File: src/rtl/adc_seq_pkg.sv
package adc_seq_pkg;

  // Control byte layout; bit positions are visible to software.
  typedef struct packed {
    logic [2:0] chan;
    logic       slow;
    logic       trg_en;
    logic       pwr;
    logic       cont;
    logic       run;
  } adc_ctrl_t;

  localparam int CTRL_W = $bits(adc_ctrl_t);

endpackage

File: src/rtl/adc_trig_sync.sv
module adc_trig_sync #(
  parameter int STAGES = 2
) (
  input  logic clk,
  input  logic rst,
  input  logic pin,
  output logic fall
);

  logic [STAGES-1:0] sh;
  logic              prev;

  for (genvar i = 0; i < STAGES; i++) begin : g_stage
    if (i == 0) begin : g_first
      always_ff @(posedge clk) begin
        if (rst) sh[i] <= 1'b1;
        else     sh[i] <= pin;
      end
    end else begin : g_next
      always_ff @(posedge clk) begin
        if (rst) sh[i] <= 1'b1;
        else     sh[i] <= sh[i-1];
      end
    end
  end

  always_ff @(posedge clk) begin
    if (rst) prev <= 1'b1;
    else     prev <= sh[STAGES-1];
  end

  assign fall = prev & ~sh[STAGES-1];

  p_fall_single_r4: assert property (@(posedge clk) disable iff (rst)
    fall |=> !fall);

endmodule

File: src/rtl/adc_ctrl_reg.sv
module adc_ctrl_reg
  import adc_seq_pkg::*;
(
  input  logic              clk,
  input  logic              rst,
  input  logic              wr,
  input  logic [CTRL_W-1:0] wdata,
  input  logic              trig_fall,
  input  logic              hw_clr,
  output adc_ctrl_t         ctrl
);

  always_ff @(posedge clk) begin
    if (rst) begin
      ctrl <= '0;
    end else if (wr) begin
      ctrl <= adc_ctrl_t'(wdata);
    end else if (trig_fall && ctrl.trg_en) begin
      ctrl.run <= 1'b1;
    end else if (hw_clr) begin
      ctrl.run <= 1'b0;
    end
  end

  p_wr_load_r1: assert property (@(posedge clk) disable iff (rst)
    wr |=> ctrl == $past(wdata));

  p_trig_run_r4: assert property (@(posedge clk) disable iff (rst)
    (trig_fall && ctrl.trg_en && !wr) |=> ctrl.run);

  p_no_trig_r4: assert property (@(posedge clk) disable iff (rst)
    (!wr && !ctrl.trg_en && !ctrl.run) |=> !ctrl.run);

endmodule

File: src/rtl/adc_conv_timer.sv
module adc_conv_timer #(
  parameter int FAST_CYC = 78,
  parameter int SLOW_CYC = 138,
  parameter int CH_W     = 3
) (
  input  logic            clk,
  input  logic            rst,
  input  logic            abort,
  input  logic            pwr,
  input  logic            run,
  input  logic            slow,
  input  logic            cont,
  input  logic [CH_W-1:0] chan_in,
  output logic            busy,
  output logic            last,
  output logic            hw_clr,
  output logic [CH_W-1:0] chan_q
);

  localparam int MAX_CYC = (SLOW_CYC > FAST_CYC) ? SLOW_CYC : FAST_CYC;
  localparam int CNT_W   = $clog2(MAX_CYC + 1);
  localparam logic [CNT_W-1:0] FAST_END = CNT_W'(FAST_CYC - 1);
  localparam logic [CNT_W-1:0] SLOW_END = CNT_W'(SLOW_CYC - 1);

  logic [CNT_W-1:0] cnt;
  logic [CNT_W-1:0] end_val;

  assign end_val = slow ? SLOW_END : FAST_END;
  assign last    = busy && (cnt == end_val) && !abort;
  assign hw_clr  = last && !cont;

  always_ff @(posedge clk) begin
    if (rst) begin
      busy   <= 1'b0;
      cnt    <= '0;
      chan_q <= '0;
    end else if (abort) begin
      busy <= 1'b0;
      cnt  <= '0;
    end else if (!busy) begin
      if (run && pwr) begin
        busy   <= 1'b1;
        cnt    <= '0;
        chan_q <= chan_in;
      end
    end else if (last) begin
      cnt <= '0;
      if (cont) chan_q <= chan_in;
      else      busy   <= 1'b0;
    end else begin
      cnt <= cnt + 1'b1;
    end
  end

  p_cnt_range_r3: assert property (@(posedge clk) disable iff (rst)
    busy |-> cnt <= end_val);

  p_abort_idle_r2: assert property (@(posedge clk) disable iff (rst)
    abort |=> !busy);

  p_power_r5: assert property (@(posedge clk) disable iff (rst)
    busy |-> pwr);

  p_cont_restart_r7: assert property (@(posedge clk) disable iff (rst)
    (last && cont) |=> (busy && cnt == '0));

  p_single_stop_r6: assert property (@(posedge clk) disable iff (rst)
    (last && !cont) |=> !busy);

endmodule

File: src/rtl/adc_result.sv
module adc_result #(
  parameter int DATA_W = 8
) (
  input  logic              clk,
  input  logic              rst,
  input  logic              load,
  input  logic [DATA_W-1:0] sample,
  input  logic              run,
  input  logic              irq_en,
  output logic [DATA_W-1:0] result,
  output logic              done,
  output logic              irq
);

  logic run_q;

  always_ff @(posedge clk) begin
    if (rst) begin
      result <= '0;
      done   <= 1'b0;
      run_q  <= 1'b0;
      irq    <= 1'b0;
    end else begin
      if (load) result <= sample;
      done  <= load;
      run_q <= run;
      irq   <= irq_en && run_q && !run;
    end
  end

  p_done_pulse_r9: assert property (@(posedge clk) disable iff (rst)
    done |=> !done);

  p_result_hold_r9: assert property (@(posedge clk) disable iff (rst)
    !load |=> $stable(result));

  p_irq_pulse_r8: assert property (@(posedge clk) disable iff (rst)
    irq |=> !irq);

  p_irq_gate_r8: assert property (@(posedge clk) disable iff (rst)
    irq |-> $past(irq_en));

endmodule

File: src/rtl/adc_seq_top.sv
module adc_seq_top
  import adc_seq_pkg::*;
#(
  parameter int DATA_W      = 8,
  parameter int FAST_CYC    = 78,
  parameter int SLOW_CYC    = 138,
  parameter int SYNC_STAGES = 2
) (
  input  logic              clk,
  input  logic              rst,
  input  logic              reg_addr,
  input  logic              reg_wr,
  input  logic [CTRL_W-1:0] reg_wdata,
  output logic [DATA_W-1:0] reg_rdata,
  input  logic              ext_trig,
  input  logic              irq_en,
  output logic              irq,
  output logic [2:0]        chan_sel,
  input  logic [DATA_W-1:0] conv_sample,
  output logic              conv_done
);

  localparam int CH_W = 3;

  adc_ctrl_t         ctrl;
  logic              ctrl_wr;
  logic              trig_fall;
  logic              busy;
  logic              last;
  logic              hw_clr;
  logic [DATA_W-1:0] result;

  assign ctrl_wr = reg_wr && !reg_addr;

  adc_trig_sync #(.STAGES(SYNC_STAGES)) u_sync (
    .clk  (clk),
    .rst  (rst),
    .pin  (ext_trig),
    .fall (trig_fall)
  );

  adc_ctrl_reg u_ctrl (
    .clk       (clk),
    .rst       (rst),
    .wr        (ctrl_wr),
    .wdata     (reg_wdata),
    .trig_fall (trig_fall),
    .hw_clr    (hw_clr),
    .ctrl      (ctrl)
  );

  adc_conv_timer #(
    .FAST_CYC (FAST_CYC),
    .SLOW_CYC (SLOW_CYC),
    .CH_W     (CH_W)
  ) u_timer (
    .clk     (clk),
    .rst     (rst),
    .abort   (ctrl_wr),
    .pwr     (ctrl.pwr),
    .run     (ctrl.run),
    .slow    (ctrl.slow),
    .cont    (ctrl.cont),
    .chan_in (ctrl.chan),
    .busy    (busy),
    .last    (last),
    .hw_clr  (hw_clr),
    .chan_q  (chan_sel)
  );

  adc_result #(.DATA_W(DATA_W)) u_result (
    .clk    (clk),
    .rst    (rst),
    .load   (last),
    .sample (conv_sample),
    .run    (ctrl.run),
    .irq_en (irq_en),
    .result (result),
    .done   (conv_done),
    .irq    (irq)
  );

  always_ff @(posedge clk) begin
    if (rst)           reg_rdata <= '0;
    else if (reg_addr) reg_rdata <= result;
    else               reg_rdata <= DATA_W'(ctrl);
  end

  p_abort_no_done_r2: assert property (@(posedge clk) disable iff (rst)
    ctrl_wr |=> !conv_done);

  p_single_clear_r6: assert property (@(posedge clk) disable iff (rst)
    (last && !ctrl.cont && !(trig_fall && ctrl.trg_en)) |=> !ctrl.run);

endmodule

File: config.mk
export PLATFORM = sky130hd
export DESIGN_NAME = adc_seq_top
export DESIGN_NICKNAME = d
export VERILOG_FILES = /design/src/rtl/adc_seq_pkg.sv /design/src/rtl/adc_trig_sync.sv /design/src/rtl/adc_ctrl_reg.sv /design/src/rtl/adc_conv_timer.sv /design/src/rtl/adc_result.sv /design/src/rtl/adc_seq_top.sv
export SDC_FILE = /design/constraint.sdc
export NUM_CORES = 1
export LEC_CHECK = 0
export ABC_CLOCK_PERIOD_IN_PS = 3000
export BUFFER_PORTS_ARGS = -buffer_cell sky130_fd_sc_hd__buf_2
export CAP_MARGIN = 20
export CELL_PAD_IN_SITES_DETAIL_PLACEMENT = 1
export CELL_PAD_IN_SITES_GLOBAL_PLACEMENT = 1
export CORE_MARGIN = 1.5
export CORE_UTILIZATION = 44
export CTS_CLUSTER_DIAMETER = 200
export CTS_CLUSTER_SIZE = 30
export DETAILED_ROUTE_END_ITERATION = 16
export PLACE_DENSITY_LB_ADDON = 0.1
export SLEW_MARGIN = 20
export SYNTH_ARGS = -nofsm -noshare
export SYNTH_HDL_FRONTEND = slang
export SYNTH_SLANG_ARGS = --single-unit
File: constraint.sdc
create_clock -name clk -period 3 [get_ports clk]
set_input_delay 0.75 -clock clk [delete_from_list [all_inputs] [get_ports clk]]
set_output_delay 0.75 -clock clk [all_outputs]
set_load 0.03 [all_outputs]
After elaboration in Yosys (flattened, before gate mapping) --
Cells that the tools add are included.
Storage, ports and cells: register bits 42, bits of input ports 22, output and inout port bits 13, word-level logic and storage cells 56
Cells by class: add/subtract/negate cells 1, equal/unequal tests 3, multiplexer cells 16, bitwise gates (word level) 3, reductions and logical operators 16
Operators with widths (number):
- two-way mux 8 bit | 5
- two-way mux 3 bit | 4
- adder 8 x 1 -> 8 bit (second input constant) | 1
- equality test 8 bit | 1
- logical AND 1 bit | 8
- two-way mux 1 bit | 7
- zero test 1 bit | 4
- AND reduction 4 bit | 1
- nonzero test 3 bit | 1
- inequality test 2 x 1 -> 1 bit (second input constant) | 1
- inequality test 2 bit (second input constant) | 1
- NOT 1 bit | 2
- nonzero test 2 bit | 1
- OR reduction 2 bit | 1
- bitwise AND 1 bit | 1

Longest topological paths before layout --
depth after elaboration 8, mapped depth 7

By module --
Synthesis repeated with hierarchy kept, for this count alone.
Second synthesis, totals: cells, all modules 175, area, all modules 1736.7 um2
Modules (own cells, without submodules):
- adc_conv_timer | times used 1, cells an instance 79, area an instance 683.2 um2
- adc_result | times used 1, cells an instance 33, area an instance 367.9 um2
- adc_ctrl_reg | times used 1, cells an instance 29, area an instance 306.5 um2
- adc_seq_top | times used 1, cells an instance 27, area an instance 294.0 um2
- adc_trig_sync | times used 1, cells an instance 7, area an instance 85.1 um2

Least setup slack after synthesis --
No wires, ideal clock.
path type input-to-reg, start input reg_addr, end register u_result.result[4], setup time 128 ps, arrival 1730 ps, data required time 2872 ps, slack 1143 ps, stages on the path 7, path buffers 3, cell sequence buf_6 nand2b_1 buf_4 o2111ai_2 buf_4 mux2i_1 nor2_1
On the way: longest elaborated chain between the ends 4
RTL lines:
- start, declared | RTL line adc_seq_top.sv:11 | input logic reg_addr,
- zero test 1 bit | RTL line adc_seq_top.sv:33 | assign ctrl_wr = reg_wr && !reg_addr;
- logical AND 1 bit | RTL line adc_seq_top.sv:33
- zero test 1 bit | RTL line adc_conv_timer.sv:29 | assign last = busy && (cnt == end_val) && !abort;
- logical AND 1 bit | RTL line adc_conv_timer.sv:29
- end signal, assigned | RTL line adc_result.sv:24 | if (load) result <= sample;
- end, declared | RTL line adc_result.sv:10 | output logic [DATA_W-1:0] result,
No other way between the ends. A chain may end at the register's enable or synchronous reset.

Final worst setup path --
start input reg_addr, end register u_timer.chan_q[1]
On the way: longest elaborated chain between the ends 6
RTL lines:
- zero test 1 bit * | RTL line adc_seq_top.sv:33
- logical AND 1 bit * | RTL line adc_seq_top.sv:33
- zero test 1 bit | RTL line adc_conv_timer.sv:29
- logical AND 1 bit | RTL line adc_conv_timer.sv:29
- inequality test 2 x 1 -> 1 bit (no line)
- AND reduction 4 bit (no line) *
- end signal, assigned | RTL line adc_conv_timer.sv:44 | chan_q <= chan_in;
- end signal, assigned | RTL line adc_conv_timer.sv:48 | if (cont) chan_q <= chan_in;
- end, declared | RTL line adc_conv_timer.sv:17 | output logic [CH_W-1:0] chan_q
Mark *: on every way between the ends. The rest lies on a longest branch, timed or not.

==> metrics.md <==
| Metric | Value |
|---|---|
| Worst-margin pin slew | 0.788 ns |
| Tcrit/Tclk final | 70.0% |
| Fin nets | 239 |
| Syn nets | 206 |
| Io pins | 35 |
| FF-to-FF path depth | 4 |
| DIE HEIGHT | 66.0 um |
| Synth warnings | 0 |
| Die Wd | 66.0 um |
| Critical Path AT | 2.31 ns |
| Post-layout minimum cycle time | 2.10 ns |
| Share of the synthesized area in the top cell type | 48.1% |
| Sum Neg Setup Slack | 0 ns |
| Final Hold Vio Count | 0 |
| Via count | 1,400 |
| Fmax | 476 MHz |
| Share of post-route cells with drive strength above 1 | 24.5% |
| Yosys cell types | 36 |
| Endpoint class of the critical path | register |
| Die ar. | 0.00436 mm2 |
| CP startpoint kind | primary input |
| Power per standard cell area | 576 mW/mm2 |
| Clock power frac | 46.3% |
| DR WL met3 | 141 um |
| I/O Buffers | 34 |
| Postcts setup bufs | 0 |
| CTS root buf | clkbuf_8 |
| Critical path class | primary input to register |
| Main flop type after synthesis | dfxtp_1 |
| Outcome | finished clean |
| Core ar. | 0.00374 mm2 |
| H-tree depth | 2 |
| Post-synth top area cell | dfxtp_1 |
| Max-cap violations | 0 |
| Cts hold-fix bufs | 0 |
| Global-route usage over all layers | 20.8% |
| Grt total ovfl | 0 |
| Reg2Reg Setup Slack | 1.13 ns |
| Final setup vio count | 0 |
| Final cell count without fillers | 264 |
| Detail Placement HPWL | 2.90 mm |
| Vias in the first global route | 1,417 |
| Commonest cells post-synth | dfxtp_1, nand2_1, mux2i_1, nor2_1, a21oi_1 |
| DRT iter0 DRCs | 72 |
| Antenna Violating Nets Remaining | 0 |
| Critical path origin | reg_addr |
| Required time of the worst setup path | 3.21 ns |
| Static Leakage | 0.905 nW |
| CTS tree | built |
| Async SR Flop Fraction | 0% |
| First-pass GRT wire length | 6.76 mm |
| Post-Syn Area | 0.00175 mm2 |
| Synth Register Bits | 42 |
| Vias per inst | 5.30 |
| Switching Share | 20.2% |
| Hold Crit Class | register to register |
| Sequential share of power | 48.3% |
| Pre-Repair DR Iteration Count | 4 |
| # diodes | 0 |
| Syn Area/Cell | 9.60 um2 |
| Starting density of the core | 46.7% |
| Maximum clock path buffer count | 2 |
| Dpl cells | 256 |
| Switching power | 0.240 mW |
| R2R Path Start | u_timer.cnt[2] |
| CTS Buf Count | 5 |
| Final worst clock skew | 0.00404 ns |
| Max-slew violation count | 0 |
| Slew headroom | 47.4% |
| Std cell rows | 22 |
| Critical Path Sink | u_timer.chan_q[1] |
| RSZ-0062 raised after global routing | no |
| Combinational Power Share | 5.4% |
| Reg clk slew, reported paths | 0.08 ns |
| RePlAce Congestion | 0.789 |
| Worst reg2reg endpoint | u_result.result[4] |
| Initial antenna violation count | 0 |
| Clock Latency Late Sink | 0.29 ns |
| Syn-to-layout area delta | 18.1% |
| Int Power | 0.948 mW |
| Ranking of synthesized cells by area | dfxtp_1, mux2i_1, nand2_1, nor2_1, a21oi_1 |
| Largest net degree at the start of global routing | 40 |
| Routed WL per cell | 15.7 um |
| Post-synth EDFFs | 0 |
| Post-Syn Instances | 182 |
| Met2 wire length | 2.11 mm |
| Wl on met1 | 1.81 mm |
| Clock Sinks | 42 |
| WL final | 4.15 mm |
| Most common cell in the synthesized netlist | dfxtp_1 |
| Worst IR Drop VDD | 0.339 mV |
| Fillers | 478 |
| Top layer in use | met4 |
| Register area share after synthesis | 48.1% |
| Critical path fanouts, max | 12 |
| # DRC | 0 |
| Resized cells post-CTS | 0 |
-- worst max-delay path, cell delays in order --
cell	delay, ns
buf_2	0.26
nand2b_1	0.34
o211ai_2	0.32
o31a_2	0.42
mux2i_1	0.21
-- final cells by class --
type | instances | area [um2] | area share [%]
inverters | 6 | 22.5 | 1.09
well taps | 48 | 60.1 | 2.91
clock inverters | 2 | 60.1 | 2.91
repair buffers | 35 | 178 | 8.61
flip-flops and latches | 42 | 841 | 40.8
multi-input cells | 125 | 820 | 39.7
clock buffers | 6 | 82.6 | 4.00
-- metrics by stage --
step / area, um2 / utilization [%] / power, mW / worst slack [ns] / hold WS (ns)
final: 2060 / 55.1 / 1.19 / 0.899 / 0.420
after global routing: 2060 / 55.1 / 1.24 / 0.792 / 0.452
after CTS: 2060 / 55.1 / 1.20 / 0.906 / 0.425
after detailed placement: 1920 / 51.3 / 0.651 / 0.622 / 0.400
after global placement: 1920 / 51.3 / 0.648 / 0.724 / 0.391
after floorplan: 1750 / - / 0.626 / 1.14 / 0.383
-- placed cells by master (no fill, tap or decap), types with 3 or more instances in the layout --
| master | synthesis | final |
|---|---|---|
| dfxtp_1 | 42 | 42 |
| clkbuf_8 | 0 | 6 |
| nor2_1 | 19 | 19 |
| nand2b_1 | 8 | 8 |
| nand4_1 | 3 | 3 |
| buf_2 | 0 | 34 |
| nand2_1 | 22 | 22 |
| mux2i_1 | 20 | 20 |
| nand3_1 | 7 | 7 |
| inv_1 | 6 | 6 |
| a31oi_1 | 5 | 5 |
| a21oi_1 | 11 | 11 |
| or2_1 | 3 | 3 |
-- power groups by stage --
stage                     logic [mW]  clock network (mW)  registers [mW]
after global placement        0.0606                   0           0.587
after detailed placement      0.0629                   0           0.588
after CTS                     0.0644               0.558           0.574
after global routing          0.0698               0.591           0.576
after floorplan               0.0373                   0           0.589
final                         0.0640               0.550           0.574
-- metal layers --
metal | track usage [%] | vias up
met3 | 5.28 | 9
met1 | 25.3 | 670
met2 | 34.6 | 30
li1 | - | 691
met4 | 9.18 | 0
met5 | 0 | -
-- logic make-up after synthesis --
family / Yosys count / synth area share [%]
compound gates: 24 / 8.95
xor+xnor: 1 / 0.502
fa+ha+maj: 2 / 1.43
buf+inv: 15 / 4.94
flops: 42 / 48.1
mux: 20 / 11.5
simple gates: 78 / 24.6
-- registers in the layout, summed over array words and instances, names as in the netlist --
register         count
reg_rdata            8
u_sync.prev          1
u_result.result      8
u_timer.cnt          8
u_result.done        1
u_timer.busy         1
u_result.run_q       1
u_ctrl.ctrl          8
u_timer.chan_q       3
u_sync.sh            2
u_result.irq         1
-- worst min path at each step --
stage	endpoint	start	slack [ns]	cells after the start
after detailed placement	u_sync.sh[1]	u_sync.sh[0]	0.40	1
after floorplan	u_sync.sh[1]	u_sync.sh[0]	0.38	1
after CTS	u_result.irq	u_result.run_q	0.42	2
final	u_result.irq	u_result.run_q	0.42	2
after global placement	u_sync.sh[1]	u_sync.sh[0]	0.39	1
after global routing	u_result.irq	u_result.run_q	0.45	2
No activity file was read; power rests on OpenSTA's default activity.
